`config.mk`:
```
export PLATFORM = sky130hd
export DESIGN_NAME = twophase_dbus_if
export DESIGN_NICKNAME = d
export VERILOG_FILES = /design/src/rtl/dbi_pkg.sv /design/src/rtl/dbi_bus_merge.sv /design/src/rtl/dbi_en_reg.sv /design/src/rtl/twophase_dbus_if.sv
export SDC_FILE = /design/constraint.sdc
export NUM_CORES = 1
export LEC_CHECK = 0
export ABC_AREA = 1
export BUFFER_PORTS_ARGS = -buffer_cell sky130_fd_sc_hd__buf_2
export CAP_MARGIN = 10
export CORE_MARGIN = 2
export CORE_UTILIZATION = 40
export DETAILED_ROUTE_END_ITERATION = 8
export HOLD_SLACK_MARGIN = 0.1
export PLACE_DENSITY = 0.79
export SLEW_MARGIN = 20
export SYNTH_ARGS = -nofsm -noshare
export SYNTH_HDL_FRONTEND = slang
export SYNTH_HIERARCHICAL = 1
export SYNTH_SLANG_ARGS = --single-unit
```
`constraint.sdc`:
```
create_clock -name clk -period 1.2 [get_ports clk]
set_input_delay 0.12 -clock clk [delete_from_list [all_inputs] [get_ports clk]]
set_output_delay 0.12 -clock clk [all_outputs]
set_load 0.1 [all_outputs]
```
`src/rtl/dbi_pkg.sv`:
```
package dbi_pkg;
  typedef enum logic [1:0] {
    PH_IDLE = 2'd0,
    PH_ONE  = 2'd1,
    PH_TWO  = 2'd2,
    PH_BAD  = 2'd3
  } dbi_phase_e;

  function automatic dbi_phase_e phase_of(input logic p1, input logic p2);
    return dbi_phase_e'({p2, p1});
  endfunction
endpackage

```
`src/rtl/dbi_bus_merge.sv`:
```
module dbi_bus_merge #(
  parameter int W = 8,
  parameter int N = 3
) (
  input  logic           drive_ph,
  input  logic [N-1:0]   src_en,
  input  logic [N*W-1:0] src_val,
  output logic [W-1:0]   bus
);
  logic [W-1:0] term [N];

  // Each source either pulls bits low or leaves the precharged ones alone.
  genvar gi;
  generate
    for (gi = 0; gi < N; gi++) begin : g_term
      assign term[gi] = (drive_ph && src_en[gi]) ? src_val[gi*W +: W] : '1;
    end
  endgenerate

  always_comb begin
    bus = '1;
    for (int i = 0; i < N; i++) begin
      bus = bus & term[i];
    end
  end
endmodule

```
`src/rtl/dbi_en_reg.sv`:
```
module dbi_en_reg #(
  parameter int W = 8
) (
  input  logic         clk,
  input  logic         rst_n,
  input  logic         en,
  input  logic [W-1:0] d,
  output logic [W-1:0] q
);
  logic [W-1:0] q_nxt;

  always_comb begin
    q_nxt = q;
    if (en) q_nxt = d;
  end

  always_ff @(posedge clk or negedge rst_n) begin
    if (!rst_n) q <= '0;
    else        q <= q_nxt;
  end
endmodule

```
`src/rtl/twophase_dbus_if.sv`:
```
module twophase_dbus_if
  import dbi_pkg::*;
#(
  parameter int W       = 8,
  parameter int EXT_SRC = 2
) (
  input  logic                 clk,
  input  logic                 rst_n,
  input  logic                 phi1,
  input  logic                 phi2,
  input  logic                 pad_rw,
  input  logic                 sel_lo_addr,
  input  logic                 sel_hi_addr,
  input  logic                 sel_data,
  input  logic [EXT_SRC-1:0]   ext_lo_en,
  input  logic [EXT_SRC*W-1:0] ext_lo_val,
  input  logic [EXT_SRC-1:0]   ext_hi_en,
  input  logic [EXT_SRC*W-1:0] ext_hi_val,
  input  logic [EXT_SRC-1:0]   ext_db_en,
  input  logic [EXT_SRC*W-1:0] ext_db_val,
  input  logic [W-1:0]         pad_data_in,
  output logic [W-1:0]         pad_data_out,
  output logic                 pad_oe,
  output logic [W-1:0]         lo_addr_bus,
  output logic [W-1:0]         hi_addr_bus,
  output logic [W-1:0]         data_bus
);
  localparam int NSRC = EXT_SRC + 1;

  dbi_phase_e   phase;
  logic         drive_ph;
  logic         sample_ph;
  logic [W-1:0] in_latch_q;
  logic [W-1:0] out_reg_q;

  always_comb begin
    phase     = phase_of(phi1, phi2);
    drive_ph  = (phase == PH_ONE);
    sample_ph = (phase == PH_TWO);
  end

  // Source slot 0 is the input latch; the slots above it are the external drivers.
  dbi_bus_merge #(.W(W), .N(NSRC)) u_lo_merge (
    .drive_ph (drive_ph),
    .src_en   ({ext_lo_en, sel_lo_addr}),
    .src_val  ({ext_lo_val, in_latch_q}),
    .bus      (lo_addr_bus)
  );

  dbi_bus_merge #(.W(W), .N(NSRC)) u_hi_merge (
    .drive_ph (drive_ph),
    .src_en   ({ext_hi_en, sel_hi_addr}),
    .src_val  ({ext_hi_val, in_latch_q}),
    .bus      (hi_addr_bus)
  );

  dbi_bus_merge #(.W(W), .N(NSRC)) u_db_merge (
    .drive_ph (drive_ph),
    .src_en   ({ext_db_en, sel_data}),
    .src_val  ({ext_db_val, in_latch_q}),
    .bus      (data_bus)
  );

  dbi_en_reg #(.W(W)) u_in_latch (
    .clk   (clk),
    .rst_n (rst_n),
    .en    (sample_ph),
    .d     (pad_data_in),
    .q     (in_latch_q)
  );

  dbi_en_reg #(.W(W)) u_out_reg (
    .clk   (clk),
    .rst_n (rst_n),
    .en    (drive_ph),
    .d     (data_bus),
    .q     (out_reg_q)
  );

  always_comb begin
    pad_data_out = out_reg_q;
    pad_oe       = sample_ph && !pad_rw;
  end

  AST_PHASE_EXCL: assert property (@(posedge clk) disable iff (!rst_n)
    !(phi1 && phi2));

  AST_PRECHARGE: assert property (@(posedge clk) disable iff (!rst_n)
    phi2 |-> (lo_addr_bus == '1 && hi_addr_bus == '1 && data_bus == '1));

  AST_OUT_LOAD: assert property (@(posedge clk) disable iff (!rst_n)
    phi1 |=> (out_reg_q == $past(data_bus)));

  AST_OUT_HOLD: assert property (@(posedge clk) disable iff (!rst_n)
    !phi1 |=> $stable(out_reg_q));

  AST_IN_LOAD: assert property (@(posedge clk) disable iff (!rst_n)
    phi2 |=> (in_latch_q == $past(pad_data_in)));

  AST_IN_HOLD: assert property (@(posedge clk) disable iff (!rst_n)
    !phi2 |=> $stable(in_latch_q));

  AST_OE_PHASE: assert property (@(posedge clk) disable iff (!rst_n)
    pad_oe |-> (!phi1 && !pad_rw));
endmodule

```
== Word-level counts from Yosys, hierarchy flattened ==
Cells that the tools add are included.
Storage, ports and cells
  register bits after elaboration: 16
  input port bits: 70
  logic and storage cells: 30
Cells by class
  eq/ne operators: 2
  muxes and demuxes: 9
  bitwise logic cells: 6
  reduce and logical (&&, ||, !) cells: 11
Operators by type and width (number)
  $mux 8: 9
  $and 8x8->8: 6
  $logic_and 1x1->1: 10
  $eq 2x1->1 const B: 1
  $eq 2x2->1 const B: 1
  $logic_not 1->1: 1

== Logic depth before layout (Yosys ltp) ==
Gate-level depths: netlist of run 1.
  word-level depth: 5
  gate-level depth with buffers: 9
  depth with buffers taken out: 7

== Modules after synthesis ==
The synthesis of run 1 kept the hierarchy.
By module, submodules not included
  dbi_bus_merge: instances 3, cells an instance 61, area an instance 361.6 um^2, seq. area each 0.0 um^2
  dbi_en_reg: instances 2, cells an instance 34, area an instance 305.3 um^2, seq. area each 200.2 um^2
  twophase_dbus_if: instances 1, cells an instance 5, area an instance 23.8 um^2, seq. area each 0.0 um^2

== Worst setup path before layout of run 1 ==
Ideal clock, no wire load.
  kind: input port to flip-flop
  from: input port phi1
  to: register u_out_reg.q[5]
  library setup time: 0.068 ns
  data arrival time: 1.637 ns
  data required time: 1.132 ns
  slack: -0.505 ns
  stages: 9
  path through: inv_2 nor2_1 buf_6 buf_12 nand3_2 nand2_2 nor2_2 nand2_1 nand2_1
Between the ends
  word-level cells in the longest chain between the ends: 5
  elaborated cells on any way between the ends: 9
  those cells by class: 1 x eq/ne; 3 x mux; 2 x bitwise; 3 x reduce/logical
Ends and longest elaborated chain
  start, declared: RTL line twophase_dbus_if.sv:9  | input logic phi1,
  $eq 2x1->1 (*): RTL line twophase_dbus_if.sv:38  | drive_ph = (phase == PH_ONE);
  net drive_ph: RTL line twophase_dbus_if.sv:31  | logic drive_ph;
  $logic_and 1x1->1: RTL line dbi_bus_merge.sv:16  | assign term[gi] = (drive_ph && src_en[gi]) ? src_val[gi*W +: W] : '1;
  $mux 8: RTL line dbi_bus_merge.sv:16
  $and 8x8->8: RTL line dbi_bus_merge.sv:23  | bus = bus & term[i];
  $and 8x8->8 (*): RTL line dbi_bus_merge.sv:23
  net data_bus[5]: RTL line twophase_dbus_if.sv:26  | output logic [W-1:0] data_bus
  end signal, assigned: RTL line dbi_en_reg.sv:19  | else q <= q_nxt;
  end, declared: RTL line dbi_en_reg.sv:8  | output logic [W-1:0] q
Mark *: on every way through the listed nets, which the timed path passes. The rest lies on a longest branch.
A chain may end at the register's enable or synchronous reset.

== Final worst setup path of run 1 ==
  from: register u_in_latch.q[0]
  to: output port hi_addr_bus[0]
Between the ends
  word-level cells in the longest chain between the ends: 3
Ends and longest elaborated chain
  start, declared: RTL line dbi_en_reg.sv:8
  start signal, assigned: RTL line dbi_en_reg.sv:19
  $mux 8: RTL line dbi_bus_merge.sv:16
  $and 8x8->8 (2 in series): RTL line dbi_bus_merge.sv:23
  end, declared: RTL line twophase_dbus_if.sv:25  | output logic [W-1:0] hi_addr_bus,
Every way passes these cells.

==> summary.txt, run 1 <==
Outcome
  – Status: finished with violations
  – Failing checks: setup timing

Placement
  – GPL Wtd Cong: 0.808
  – Final HPWL DP: 3990 um
  – IO buf count: 102
  – Place WS: -0.266 ns

Synthesis
  – Syn nets: 326
  – Sequential share of the synthesized area: 0.233
  – Mean Syn Cell Area: 6.72 sq um
  – Synth top area cells: dfrtp_1, nand3_2, nand2_1
  – Yosys reg bits: 16
  – Syn. warnings: 6
  – Synth area leader: dfrtp_1
  – Synth top area share: 0.233
  – Post-synthesis cell count: 256
  – Area of the mapped netlist: 1720 sq um
  – Post-synthesis cell type count: 12

Timing
  – Rel. slew slack: 0.756
  – Final Skew: 0.00230 ns
  – RSZ-0062 raised after global routing: true
  – Slew Limit Fails: 0
  – Max Clk Rate: 774 MHz
  – Tcrit/Tclk final: 1.08
  – Fin crit period: 1.29 ns
  – Final setup viols: 24
  – Worst setup margin: -0.0923 ns
  – Hold Slack: 0.107 ns
  – Final hold viol count: 0
  – Worst Tran Pin Value: 0.367 ns

Drt
  – Detailed-route DRC error count: 0
  – Per-cell routed wire length: 15.0 um
  – Initial DRC count: 79
  – Antenna viol nets, final: 0
  – Total wire length: 6500 um
  – 1st-pass router iterations: 4
  – Routed vias: 2112
  – Number of vias per cell: 4.89

Critical path
  – Delay of the slowest critical-path stage: 0.48 ns
  – Largest delay share family, worst path: flip-flops
  – CP Data Arrival Time: 1.17 ns
  – Crit path required time: 1.08 ns
  – Crit path depth: 4
  – Sum of buffers and inverters on the critical path: 2
  – CP most frequent cell: nor2_4
  – Crit-path cells: buf_6 -> nor2_4 -> nor2_4 -> buf_12
  – Slowest cell on the critical path: dfrtp_2
  – CP Max Fanout: 4
  – Type of the worst setup path: reg -> out
  – Worst Setup End Kind: output pin
  – Startpoint Class: flip-flop
  – R2r worst-path depth: 5

Clock tree
  – CTS buffer count: 3
  – CTS Sinks: 16
  – H-Tree Depth: 1
  – Clk slew on worst S/H paths: 0.06 ns
  – Clock latency on the worst-skew pair: 0.24 ns
  – CTS tree: done
  – CTS max path bufs: 2
  – Clk root buf: clkbuf_8

Run
  – Max Cap Viol: 0

Floorplan
  – Initial Utilization: 0.424
  – Core area: 4060 sq um
  – Die area: 4840 sq um
  – Io pins: 103
  – Site Rows: 23
  – Die height: 69.6 um
  – Die X: 69.6 um

GRT
  – Initial antenna violation count: 0
  – First-pass GRT wire length: 10300 um
  – Global route overflow: 0
  – Vias in the first global route: 2232
  – Largest net degree at the start of global routing: 17
  – Total global-route track usage: 0.266

Power
  – Maximum VDD drop: 589 uV
  – Leakage: 0.00178 uW
  – Gate power share: 0.644
  – Sw Share: 0.496
  – Internal power: 1610 uW
  – Flop pwr share: 0.232
  – Psw: 1580 uW
  – Clock power frac: 0.124
  – Pwr dens: 921 nW/um^2

Final layout
  – ANT cells: 0
  – Layout Nets: 454
  – Commonest non-fill, non-tap cell in the layout: buf_2
  – Share of cells above drive strength 1: 0.675
  – Area delta synth->final: 101%
  – Most frequent cells in the layout: buf_2, inv_1, nand2_1

Min path
  – Cells on Worst Hold Path: 3
  – Min-Delay Path Class: in -> reg
## path summary, 6_finish.rpt
kind                                  from  slack, ns         endpoint
min in group asynchronous            rst_n       0.32  u_in_latch/q[4]
hold reg to reg             u_out_reg/q[5]       0.54   u_out_reg/q[5]
setup reg to reg           u_in_latch/q[1]       0.19   u_out_reg/q[1]
setup / recovery           u_in_latch/q[0]      -0.09   hi_addr_bus[0]
hold / removal              pad_data_in[7]       0.11  u_in_latch/q[7]
max in group asynchronous            rst_n       0.59  u_in_latch/q[3]
## metrics by stage
stage | std cells | utilization | setup TNS, ns | instance area (sq um) | total power (uW)
2_1_floorplan | 256 | - | -0.868 | 1870 | 1860
3_3_place_gp | 411 | 0.657 | -4.65 | 2670 | 2380
3_5_place_dp | 411 | 0.657 | -5.54 | 2670 | 2400
4_1_cts | 434 | 0.856 | -0.927 | 3470 | 3170
5_1_grt | 432 | 0.853 | -2.02 | 3460 | 3310
6_report | 432 | 0.853 | -1.11 | 3460 | 3190
## synth_stat cells
library cell  instances
buf_12                3
nand2_1              66
inv_2                 3
nor2_2               25
dfrtp_1              16
buf_6                 8
nor2_1               25
inv_1                49
buf_4                 3
nand3_1              18
nand2_2              10
nand3_2              30
## routing by layer
metal / GRT usage / vias to the layer above / wire length, um / share of wire
li1: - / 1009 / - / -
met1: 0.280 / 978 / 2310 / 0.35
met2: 0.535 / 109 / 3590 / 0.55
met3: 0.0247 / 16 / 410 / 0.063
met4: 0.0959 / 0 / 195 / 0.030
met5: 0 / - / 0 / 0
## registers in the layout, summed over array words and instances (netlist names)
name	cells
u_out_reg/q	8
u_in_latch/q	8
## repair_timing
| item | in CTS | in global routing |
|---|---|---|
| setup buffers | 11 | 1 |
| setup endpoints to repair | 24 | 24 |
| hold buffers | 8 | 0 |
| resized for setup | 155 | 8 |
| cloned | 1 | 0 |
| pin swaps | 47 | 17 |
| endpoints found under the hold margin | 23 | 0 |
## kinds of logic (layout without fill, tap and decap cells)
group                  Yosys count  after routing  share of synthesized area
buffers and inverters           66            192                      0.214
AND/OR/NAND/NOR                174            174                      0.553
flip-flops                      16             16                      0.233
## power by group through the flow
stage	Combinational (uW)	Sequential, uW	Clock (uW)
detailed placement	1680	713	0
finish	2050	741	394
CTS	2030	735	401
global route	2130	752	424
floorplan	909	952	0
global placement	1670	711	0
## area by class of cell
class	instances	area, sq um
multi-input combinational	174	1380
clock buffer	3	41.3
sequential	16	409
timing repair buffer	137	1360
tap	50	62.6
inverter	52	208
fill	210	596
## worst register-to-register path: cells and delay by family, from the launching register on
| kind | cells | cell delay (ns) |
|---|---|---|
| flip-flops | 1 | 0.45 |
| buffers and inverters | 1 | 0.12 |
| AND/OR/NAND/NOR | 4 | 0.34 |
No activity file was read; power rests on OpenSTA's default activity.
==> run 2: changes to the inputs <==
CELL_PAD_IN_SITES_DETAIL_PLACEMENT = 1   (was not set)
CELL_PAD_IN_SITES_GLOBAL_PLACEMENT = 2   (was not set)
CORE_UTILIZATION = 21   (was 40)
PLACE_DENSITY = 0.83   (was 0.79)
==> summary.txt, run 2 (synthesis results as in run 1) <==
Critical path
  – Crit path required time: 1.08 ns (about the same)
  – FF-to-FF End: u_out_reg/q[6]
  – CP Data Arrival Time: 1.14 ns (-0.03 ns)
  – CP Max Fanout: 4 (unchanged)
  – Reg-to-Reg Start: u_in_latch/q[6]
  – Worst Setup End Kind: output pin
  – R2r worst-path depth: 5 (unchanged)
  – Startpoint Class: flip-flop
  – Worst Setup SP: u_in_latch/q[7]
  – Type of the worst setup path: reg -> out
  – Reg2Reg Setup Slack: 0.18 ns (about the same)

Floorplan
  – Site Rows: 33 (+43%)
  – Initial Utilization: 0.212 (-0.211)
  – Die area: 8930 sq um (+84%)
  – Die height: 94.5 um (+36%)
  – Core area: 8090 sq um (+99%)
  – Die X: 94.5 um (+36%)
  – Io pins: 103 (unchanged)

Clock tree
  – CTS Sinks: 16 (unchanged)
  – Clock latency on the worst-skew pair: 0.25 ns (about the same)
  – CTS buffer count: 3 (unchanged)
  – Clk root buf: clkbuf_8
  – Clk slew on worst S/H paths: 0.06 ns (about the same)
  – H-Tree Depth: 1 (unchanged)
  – CTS tree: done
  – CTS max path bufs: 2 (unchanged)

Timing
  – Final Skew: 0.00377 ns (+0.00147 ns)
  – Rel. slew slack: 0.759 (+0.00391)
  – Hold Slack: 0.111 ns (+0.00429 ns)
  – Worst setup margin: -0.0623 ns (+0.0300 ns)
  – Max Clk Rate: 792 MHz (+2.4%)
  – Final setup viols: 14 (-42%)
  – Slew Limit Fails: 0 (unchanged)
  – RSZ-0062 raised after global routing: true
  – Final hold viol count: 0 (unchanged)
  – Tcrit/Tclk final: 1.05 (-0.0250)
  – Fin crit period: 1.26 ns (-0.0300 ns)
  – Final TNS setup: -0.451 ns (+0.656 ns)
  – Worst Tran Pin Value: 0.361 ns (-0.00587 ns)

Final layout
  – Most frequent cells in the layout: buf_2, inv_1, nand2_1
  – Share of cells above drive strength 1: 0.680 (+0.00491)
  – Regs by FF count: u_in_latch/q (8), u_out_reg/q (8)
  – Commonest non-fill, non-tap cell in the layout: buf_2
  – Area delta synth->final: 115%
  – Layout Nets: 462 (+1.8%)
  – ANT cells: 0 (unchanged)

Placement
  – IO buf count: 102 (unchanged)
  – GPL Wtd Cong: 0.746 (-7.6%)
  – Place WS: -0.324 ns (-0.0578 ns)
  – Final HPWL DP: 4990 um (+25%)

Outcome
  – Failing checks: setup timing
  – Status: finished with violations

Drt
  – Routed vias: 2038 (-3.5%)
  – Detailed-route DRC error count: 0 (unchanged)
  – Total wire length: 6510 um (+0.23%)
  – Antenna viol nets, final: 0 (unchanged)
  – Number of vias per cell: 4.11 (-16%)
  – 1st-pass router iterations: 4 (unchanged)
  – Initial DRC count: 64 (-19%)
  – Per-cell routed wire length: 13.1 um (-13%)

Run
  – Max Cap Viol: 0 (unchanged)

Power
  – Pwr dens: 898 nW/um^2 (-2.4%)
  – Leakage: 0.00185 uW (+4.2%)
  – Maximum VDD drop: 1040 uV (+76%)

Min path
  – Hold worst-path end: u_in_latch/q[3]
  – Cells on Worst Hold Path: 3 (unchanged)
  – Min-Delay Path Class: in -> reg
  – Min-delay src: pad_data_in[3]

GRT
  – Global route overflow: 0 (unchanged)
  – Vias in the first global route: 2212 (-0.90%)
  – Largest net degree at the start of global routing: 19 (+2)
  – First-pass GRT wire length: 10600 um (+2.9%)
  – Initial antenna violation count: 0 (unchanged)
  – Total global-route track usage: 0.151 (-0.115)
run 2: changes by cell type in the layout (fill, tap and decap cells not counted), moves of 2 or more:
| cell | previous run | this run |
|---|---|---|
| nand3_2 | 35 | 37 |
| nand3_4 | 3 | 1 |
| nor2_4 | 45 | 43 |
| buf_4 | 12 | 14 |
| nor2_2 | 5 | 7 |
| buf_8 | 7 | 4 |
| buf_12 | 30 | 37 |
run 2: how the worst max path moves through the flow:
stage	to	cells after the start
after floorplan	u_out_reg/q[0]	9
after global placement	data_bus[5]	8
after detailed placement	hi_addr_bus[7]	9
after CTS	lo_addr_bus[6]	4
after global routing	hi_addr_bus[6]	4
final	hi_addr_bus[7]	3
run 2: metrics by stage:
stage                util  power [uW]  std cells  area (sq um)
floorplan               -        1860        256          1870
global placement    0.353        2480        469          2850
detailed placement  0.353        2500        469          2850
CTS                 0.440        3300        494          3560
global route        0.456        3490        496          3690
finish              0.456        3310        496          3690
run 2: what timing repair did:
action                     in CTS  in global routing
hold buffers                    8                  0
setup endpoints to repair      24                 24
pin swaps                      38                 19
buffers inserted               13                  1
cloned                          1                  1
gates resized for setup       116                 23
hold endpoints to repair       23                  0
run 2: final cells by class:
type,count,area (sq um)
tap,105,131
multi-input combinational,174,1370
inverter,52,208
clock buffer,4,55.1
fill,960,4400
sequential,16,409
timing repair buffer,145,1520
run 2: worst max-delay path, stage by stage, from the launching register on:
cell     delay, ns
dfrtp_2       0.47
nor2_2        0.19
nor2_4        0.06
buf_12        0.16
run 2: routing by layer:
layer,up-vias,GRT usage,routed length [um]
li1,1024,-,-
met5,-,0,0
met4,0,0.00845,25
met1,942,0.172,2510
met3,2,0.0375,537
met2,70,0.294,3440
run 2: power breakdown:
| group | leakage [uW] | internal [uW] | switching (uW) | total, uW |
|---|---|---|---|---|
| combinational | 0.00164 | 828 | 1280 | 2110 |
| sequential | 0.000184 | 618 | 116 | 734 |
| clock | 0.0000288 | 291 | 178 | 469 |
| total | 0.00185 | 1740 | 1580 | 3310 |
